==> config.mk <==
export PLATFORM = sky130hd
export DESIGN_NAME = coproc_ctrl_reg
export DESIGN_NICKNAME = d
export VERILOG_FILES = /design/src/rtl/coproc_ctrl_pkg.sv /design/src/rtl/irq_src_cell.sv /design/src/rtl/irq_combine.sv /design/src/rtl/cop_ctrl_bits.sv /design/src/rtl/coproc_ctrl_reg.sv
export SDC_FILE = /design/constraint.sdc
export NUM_CORES = 1
export LEC_CHECK = 0
export BUFFER_PORTS_ARGS = -buffer_cell sky130_fd_sc_hd__clkbuf_2
export CORE_MARGIN = 2
export CORE_UTILIZATION = 38
export CTS_BUF_LIST = sky130_fd_sc_hd__clkbuf_16
export CTS_CLUSTER_DIAMETER = 120
export DETAILED_ROUTE_END_ITERATION = 8
export PLACE_DENSITY = 0.85
export SLEW_MARGIN = 20
export SYNTH_ARGS = -nofsm -noshare
export SYNTH_HDL_FRONTEND = slang
export SYNTH_SLANG_ARGS = --single-unit
==> constraint.sdc <==
create_clock -name clk_i -period 2.5 [get_ports clk_i]
set_input_delay 0.5 -clock clk_i [delete_from_list [all_inputs] [get_ports clk_i]]
set_output_delay 0.5 -clock clk_i [all_outputs]
set_load 0.01 [all_outputs]
==> src/rtl/coproc_ctrl_pkg.sv <==
package coproc_ctrl_pkg;
  localparam int unsigned CSR_W    = 16;
  localparam int unsigned NUM_SRC  = 4;
  localparam int unsigned NUM_MSK  = 3;
  localparam int unsigned BIT_RES  = 0;
  localparam int unsigned BIT_PI   = 1;
  localparam int unsigned BIT_HALT = 2;
  localparam int unsigned TOP_BIT  = 9;

  typedef enum logic [1:0] {SRC_AUD, SRC_MEM, SRC_COP, SRC_DMA} src_e;

  function automatic int unsigned stat_pos(input int unsigned idx);
    return 3 + 2 * idx;
  endfunction

  function automatic int unsigned mask_pos(input int unsigned idx);
    return 4 + 2 * idx;
  endfunction
endpackage

==> src/rtl/irq_src_cell.sv <==
module irq_src_cell #(
  parameter bit HAS_MASK = 1'b1
) (
  input  logic clk_i,
  input  logic rst_ni,
  input  logic set_i,
  input  logic clr_i,
  input  logic mask_we_i,
  input  logic mask_d_i,
  output logic stat_o,
  output logic mask_o,
  output logic req_o
);
  logic stat_q;

  // set beats clear
  always_ff @(posedge clk_i or negedge rst_ni) begin
    if (!rst_ni)    stat_q <= 1'b0;
    else if (set_i) stat_q <= 1'b1;
    else if (clr_i) stat_q <= 1'b0;
  end

  generate
    if (HAS_MASK) begin : g_mask
      logic mask_q;
      always_ff @(posedge clk_i or negedge rst_ni) begin
        if (!rst_ni)        mask_q <= 1'b0;
        else if (mask_we_i) mask_q <= mask_d_i;
      end
      assign mask_o = mask_q;
    end else begin : g_nomask
      logic unused_mask;
      assign unused_mask = mask_we_i ^ mask_d_i;
      assign mask_o      = 1'b0;
    end
  endgenerate

  assign stat_o = stat_q;
  assign req_o  = stat_q & mask_o;
endmodule

==> src/rtl/irq_combine.sv <==
module irq_combine #(
  parameter int unsigned N = 3
) (
  input  logic         clk_i,
  input  logic         rst_ni,
  input  logic [N-1:0] req_i,
  output logic         irq_o
);
  logic irq_q;

  always_ff @(posedge clk_i or negedge rst_ni) begin
    if (!rst_ni) irq_q <= 1'b0;
    else         irq_q <= |req_i;
  end

  assign irq_o = irq_q;
endmodule

==> src/rtl/cop_ctrl_bits.sv <==
module cop_ctrl_bits (
  input  logic clk_i,
  input  logic rst_ni,
  input  logic wr_hit_i,
  input  logic res_d_i,
  input  logic pi_d_i,
  input  logic halt_d_i,
  input  logic ack_i,
  output logic halt_o,
  output logic pi_o,
  output logic rst_o
);
  logic halt_q, pi_q, rst_q;

  always_ff @(posedge clk_i or negedge rst_ni) begin
    if (!rst_ni) begin
      halt_q <= 1'b0;
      pi_q   <= 1'b0;
      rst_q  <= 1'b0;
    end else begin
      rst_q <= wr_hit_i & res_d_i;
      if (wr_hit_i) halt_q <= halt_d_i;
      // host request beats acknowledge
      if (wr_hit_i && pi_d_i) pi_q <= 1'b1;
      else if (ack_i)         pi_q <= 1'b0;
    end
  end

  assign halt_o = halt_q;
  assign pi_o   = pi_q;
  assign rst_o  = rst_q;
endmodule

==> src/rtl/coproc_ctrl_reg.sv <==
module coproc_ctrl_reg
  import coproc_ctrl_pkg::*;
#(
  parameter int unsigned          ADDR_W   = 8,
  parameter logic [ADDR_W-1:0]    REG_ADDR = 8'h0A
) (
  input  logic              clk_i,
  input  logic              rst_ni,
  input  logic [ADDR_W-1:0] addr_i,
  input  logic              wr_en_i,
  input  logic [CSR_W-1:0]  wdata_i,
  output logic [CSR_W-1:0]  rdata_o,
  input  logic              aud_evt_i,
  input  logic              mem_evt_i,
  input  logic              cop_evt_i,
  input  logic              dma_evt_i,
  input  logic              pi_ack_i,
  output logic              host_irq_o,
  output logic              halt_o,
  output logic              cop_rst_o,
  output logic              cop_irq_o
);
  logic                 sel, wr_hit;
  logic [NUM_SRC-1:0]   evt, stat_q, mask_q, req;
  logic [CSR_W-1:0]     rd;
  logic                 pi_q;
  logic                 unused_hi;

  assign sel    = (addr_i == REG_ADDR);
  assign wr_hit = wr_en_i & sel;
  assign evt    = {dma_evt_i, cop_evt_i, mem_evt_i, aud_evt_i};
  assign unused_hi = |wdata_i[CSR_W-1:TOP_BIT+1];

  for (genvar i = 0; i < NUM_SRC; i++) begin : g_src
    localparam bit HM = (i < NUM_MSK);
    irq_src_cell #(.HAS_MASK(HM)) u_cell (
      .clk_i     (clk_i),
      .rst_ni    (rst_ni),
      .set_i     (evt[i]),
      .clr_i     (wr_hit & wdata_i[stat_pos(i)]),
      .mask_we_i (wr_hit & HM),
      .mask_d_i  (HM ? wdata_i[mask_pos(i)] : 1'b0),
      .stat_o    (stat_q[i]),
      .mask_o    (mask_q[i]),
      .req_o     (req[i])
    );
  end

  irq_combine #(.N(NUM_SRC)) u_comb (
    .clk_i  (clk_i),
    .rst_ni (rst_ni),
    .req_i  (req),
    .irq_o  (host_irq_o)
  );

  cop_ctrl_bits u_ctrl (
    .clk_i    (clk_i),
    .rst_ni   (rst_ni),
    .wr_hit_i (wr_hit),
    .res_d_i  (wdata_i[BIT_RES]),
    .pi_d_i   (wdata_i[BIT_PI]),
    .halt_d_i (wdata_i[BIT_HALT]),
    .ack_i    (pi_ack_i),
    .halt_o   (halt_o),
    .pi_o     (pi_q),
    .rst_o    (cop_rst_o)
  );

  assign cop_irq_o = pi_q;

  always_comb begin
    rd           = '0;
    rd[BIT_PI]   = pi_q;
    rd[BIT_HALT] = halt_o;
    for (int i = 0; i < NUM_SRC; i++) begin
      rd[stat_pos(i)] = stat_q[i];
      if (i < NUM_MSK) rd[mask_pos(i)] = mask_q[i];
    end
  end

  assign rdata_o = sel ? rd : '0;
endmodule

; ---- Word level (Yosys, flattened, before mapping)
; Index checks and enable logic that the tools add are counted.
[totals]
in_bits = 32
out_inout_bits = 20
elab_cells = 39
register_bits = 11
[op_classes]
n_reduce_logical = 7
bitwise = 9
eq_ne = 1
n_mux = 11
[ops]
columns = operator, n
row1 = $mux W1, 10
row2 = $mux W10, 1
row3 = $reduce_bool A2 Y1, 5
row4 = $and A1 B1 Y1, 9
row5 = $eq A8 B4 Y1 const B, 1
row6 = $reduce_or A3 Y1, 1
row7 = $logic_and A1 B1 Y1, 1

; ---- Depth between registers and ports, before layout
[depth]
word_depth = 5
ltp_mapped = 3
depth_no_buf = 3

; ---- Cells and area by module
; A second synthesis with hierarchy kept.
[unflattened]
hier_cells = 76
area_unflattened_um2 = 728.2
[modules_own_cells]
columns = module, seq_area_each_um2, area_each_um2, cells_per_inst, instances
row1 = coproc_ctrl_reg, 0.0, 282.8, 42, 1
row2 = irq_src_cell at g_src[0].u_cell ..., 50.0, 82.6, 6, 3
row3 = cop_ctrl_bits, 75.1, 110.1, 8, 1
row4 = irq_src_cell at g_src[3].u_cell, 25.0, 55.1, 6, 1
row5 = irq_combine, 25.0, 32.5, 2, 1

; ---- Least setup slack after synthesis
; No wires, ideal clock.
[synth_timing]
path_type = input port to output port
start = input port addr_i[5]
end = output port rdata_o[1]
setup_slack_ns = 0.495
arrival_time_ns = 1.505
path_stages = 3
n_path_buf = 0
t_required_ns = 2.000
path_cell_list = or4_4 nor2_1 and2_1
[synth_between]
elab_chain_cells = 2
[synth_lines]
columns = item, line_no
row1 = from (decl), coproc_ctrl_reg.sv:9  ; input logic [ADDR_W-1:0] addr_i,
row2 = $eq A8 B4 Y1, coproc_ctrl_reg.sv:29  ; assign sel = (addr_i == REG_ADDR);
row3 = $mux W10, coproc_ctrl_reg.sv:81  ; assign rdata_o = sel ? rd : '0;
row4 = to (decl), coproc_ctrl_reg.sv:12  ; output logic [CSR_W-1:0] rdata_o,
; Every way passes these cells.

; ---- Final worst setup path
[layout_timing]
start = input port addr_i[5]
end = output port rdata_o[2]
; Same word-level chain as after synthesis.

==> results.md <==
* Result of the run: complete, no violations
* Initial antenna violation count at 0
* Global route total overflow at 0
* Port bufs at 38
* Starting utilization of the core area at 0.421
* Deepest clock path buffer count at 2
* Total clock buffers created by CTS at 3
* Clk sink count at 11
* Synth Flop Type: sky130_fd_sc_hd__dfrtp_1
* Worst setup EP type: output port
* Largest stage delay, worst path at 540 ps
* Die Width at 42.7 um
* Number of enable-type register cells in the synthesized netlist at 0
* Via count of the first global-routing pass at 480
* Synth Cell Area at 568 um2
* Smallest hold slack at 126 ps
* Beginning of the worst register-to-register path: g_src[2].u_cell.stat_o
* Worst Clk Skew at 2.84 ps
* Via count at 496
* CTS-repair resized insts at 0
* First-pass GRT wire length at 2010 um
* Required time of the critical path at 2000 ps
* Worst reg2reg endpoint: u_comb.irq_o
* Overall die area at 1820 um2
* Setup Total Neg Slack at 0 ps
* Clock latency of the later-clocked register in the worst-skew pair at 240 ps
* Flip-flop and latch count after synthesis at 11
* Worst Path Class, Setup: in -> out
* Leading cell types by count after synthesis: sky130_fd_sc_hd__dfrtp_1 (11), sky130_fd_sc_hd__and2_1 (9), sky130_fd_sc_hd__buf_4 (7), sky130_fd_sc_hd__inv_1 (7), sky130_fd_sc_hd__nor2_1 (5)
* Clk slew on worst S/H paths at 40 ps
* Max stage delay cell, worst path: sky130_fd_sc_hd__or4_4
* Warnings, synthesis at 0
* Share of synthesized registers carrying an async set or reset at 1.00
* Via count normalized by instance count at 4.51
* Setup repair after global routing missed its margin: no
* Core ar. at 1350 um2
* Maximum number of pins on one net before global-route repair at 12
* Total Nets Final at 128
* Syn-to-layout area delta at 45.4%
* Fin crit period at 2300 ps
* Postcts setup bufs at 0
* Number of antenna diodes at 0
* DRC viols at 0
* I/O Pins at 52
* Number of standard-cell rows in the floorplan at 13
* HPWL Detailed at 1020 um
* Count of final max-slew check failures at 0
* Number of antenna-violating nets in the routed design at 0
* CP Launch Type: input pin
* IR drop worst, VDD at 0.399 mV
* DRC marker count from the first detailed-route iteration at 3
* Worst reg-to-reg setup slack at 1610 ps
* Count of mapped cells out of synthesis at 54
* Cell at the root of the clock tree: sky130_fd_sc_hd__clkbuf_16
* Critical path fanouts, max at 9
* Part of the Yosys area used for sequential elements at 0.485
* Count of max-cap constraint violations at 0
* TritonCTS clock tree: built
* Leading cell type by number of instances after synthesis: sky130_fd_sc_hd__dfrtp_1
* Wire length per cell at 10.8 um
* Most frequent CP cell: sky130_fd_sc_hd__clkbuf_2
* All-Layer GR Usage at 0.157
* DIE HEIGHT at 42.7 um
* Cell types occupying the most area after synthesis: sky130_fd_sc_hd__dfrtp_1 (48%), sky130_fd_sc_hd__and2_1 (9.9%), sky130_fd_sc_hd__buf_4 (9.3%)
* Final weighted congestion of routability-driven global placement at 0.703
* Crit path DAT at 1800 ps
* Number of search-and-repair iterations in the first detailed-routing pass at 4
* Cell type contributing the most total cell area after synthesis: sky130_fd_sc_hd__dfrtp_1
* Number of hold buffers added after CTS at 0
* Post-synth cell types at 14
* Proportion of netlist area held by the largest area contributor at 0.485
* Avg Cell Area, Syn at 10.5 um2
* Total of endpoints with negative setup slack in the final report at 0
* Hold violation count in the final report at 0
* FILL cells at 113
* Number of cells on the worst reg-to-reg path at 2
* Worst hold path class: in -> async
* Power density over the cells at 620 nW/um2
* Final cycle utilization of the critical path at 0.921
* Crit-path cells: clkbuf_2, or4_4, nor2_1, and2_1, clkbuf_2
* Share of layout cells above drive strength 1 at 0.505
* Beginning of the critical path: addr_i[5]
* Leak pwr at 0.481 nW
* CTS H-tree lvls at 1
* Max frequency at 434 MHz
* Routed wire length at 1180 um
## cells by family (layout without fill, tap and decap cells)
| family | Yosys count | after routing | share of synthesized area |
|---|---|---|---|
| compound gates | 6 | 6 | 0.0771 |
| buf+inv | 14 | 49 | 0.139 |
| flops | 11 | 11 | 0.485 |
| mux | 4 | 4 | 0.0793 |
| other cells | 1 | 7 | 0.00660 |
| simple gates | 18 | 18 | 0.214 |
## routing by layer
metal / routed length (um) / GRT usage / part of all wire
met5: 0 / 0 / 0
met1: 428 / 0.142 / 0.36
met3: 116 / 0.0809 / 0.098
met2: 620 / 0.273 / 0.52
met4: 19 / 0.0938 / 0.016
## metrics by stage
step	std cells	utilization	setup WS, ps	area (um2)	power, mW
global placement	106	0.553	205	747	0.230
floorplan	60	-	495	591	0.213
finish	110	0.612	198	826	0.512
global route	110	0.612	36.2	826	0.536
CTS	110	0.612	174	826	0.521
detailed placement	106	0.553	175	747	0.232
## cells in the final DEF (no fill, tap or decap), drive strengths merged
cell type	instances
a31oi	4
nand4bb	1
nor3	1
a222oi	1
or4	1
conb	7
a22o	1
and2	10
mux2	4
nor2	5
dfrtp	11
inv	8
clkbuf	41
## critical path: cells and delay by family
kind | cells | cell delay (ps)
buf+inv | 2 | 210
simple gates | 3 | 1080
## state kept, by name, indices dropped and copies added (netlist names)
name / flops
u_ctrl.pi_o: 1
u_comb.irq_o: 1
g_src.u_cell.mask_o: 3
u_ctrl.rst_o: 1
u_ctrl.halt_o: 1
g_src.u_cell.stat_o: 4
## cell type report
class / instances / area (um2) / area share
Inverter: 7 / 26.3 / 0.0318
Clock inverter: 1 / 3.75 / 0.00455
Tap cell: 15 / 18.8 / 0.0227
Sequential cell: 11 / 275 / 0.333
Timing Repair Buffer: 38 / 190 / 0.230
Clock buffer: 3 / 75.1 / 0.0909
Multi-Input combinational cell: 35 / 236 / 0.286
## power by group
part	internal, mW	switching, mW
combinational	0.0218	0.0203
sequential	0.184	0.00262
clock	0.209	0.0734
total	0.415	0.0964
## worst max-delay path by stage
| stage | endpoint | slack (ps) | depth (start not counted) |
|---|---|---|---|
| after detailed placement | rdata_o[2] | 170 | 5 |
| after global placement | rdata_o[4] | 210 | 5 |
| after CTS | rdata_o[2] | 170 | 5 |
| after global routing | rdata_o[3] | 40 | 5 |
| final | rdata_o[2] | 200 | 5 |
| after floorplan | rdata_o[1] | 500 | 3 |
(Power assumes the default switching activity.)
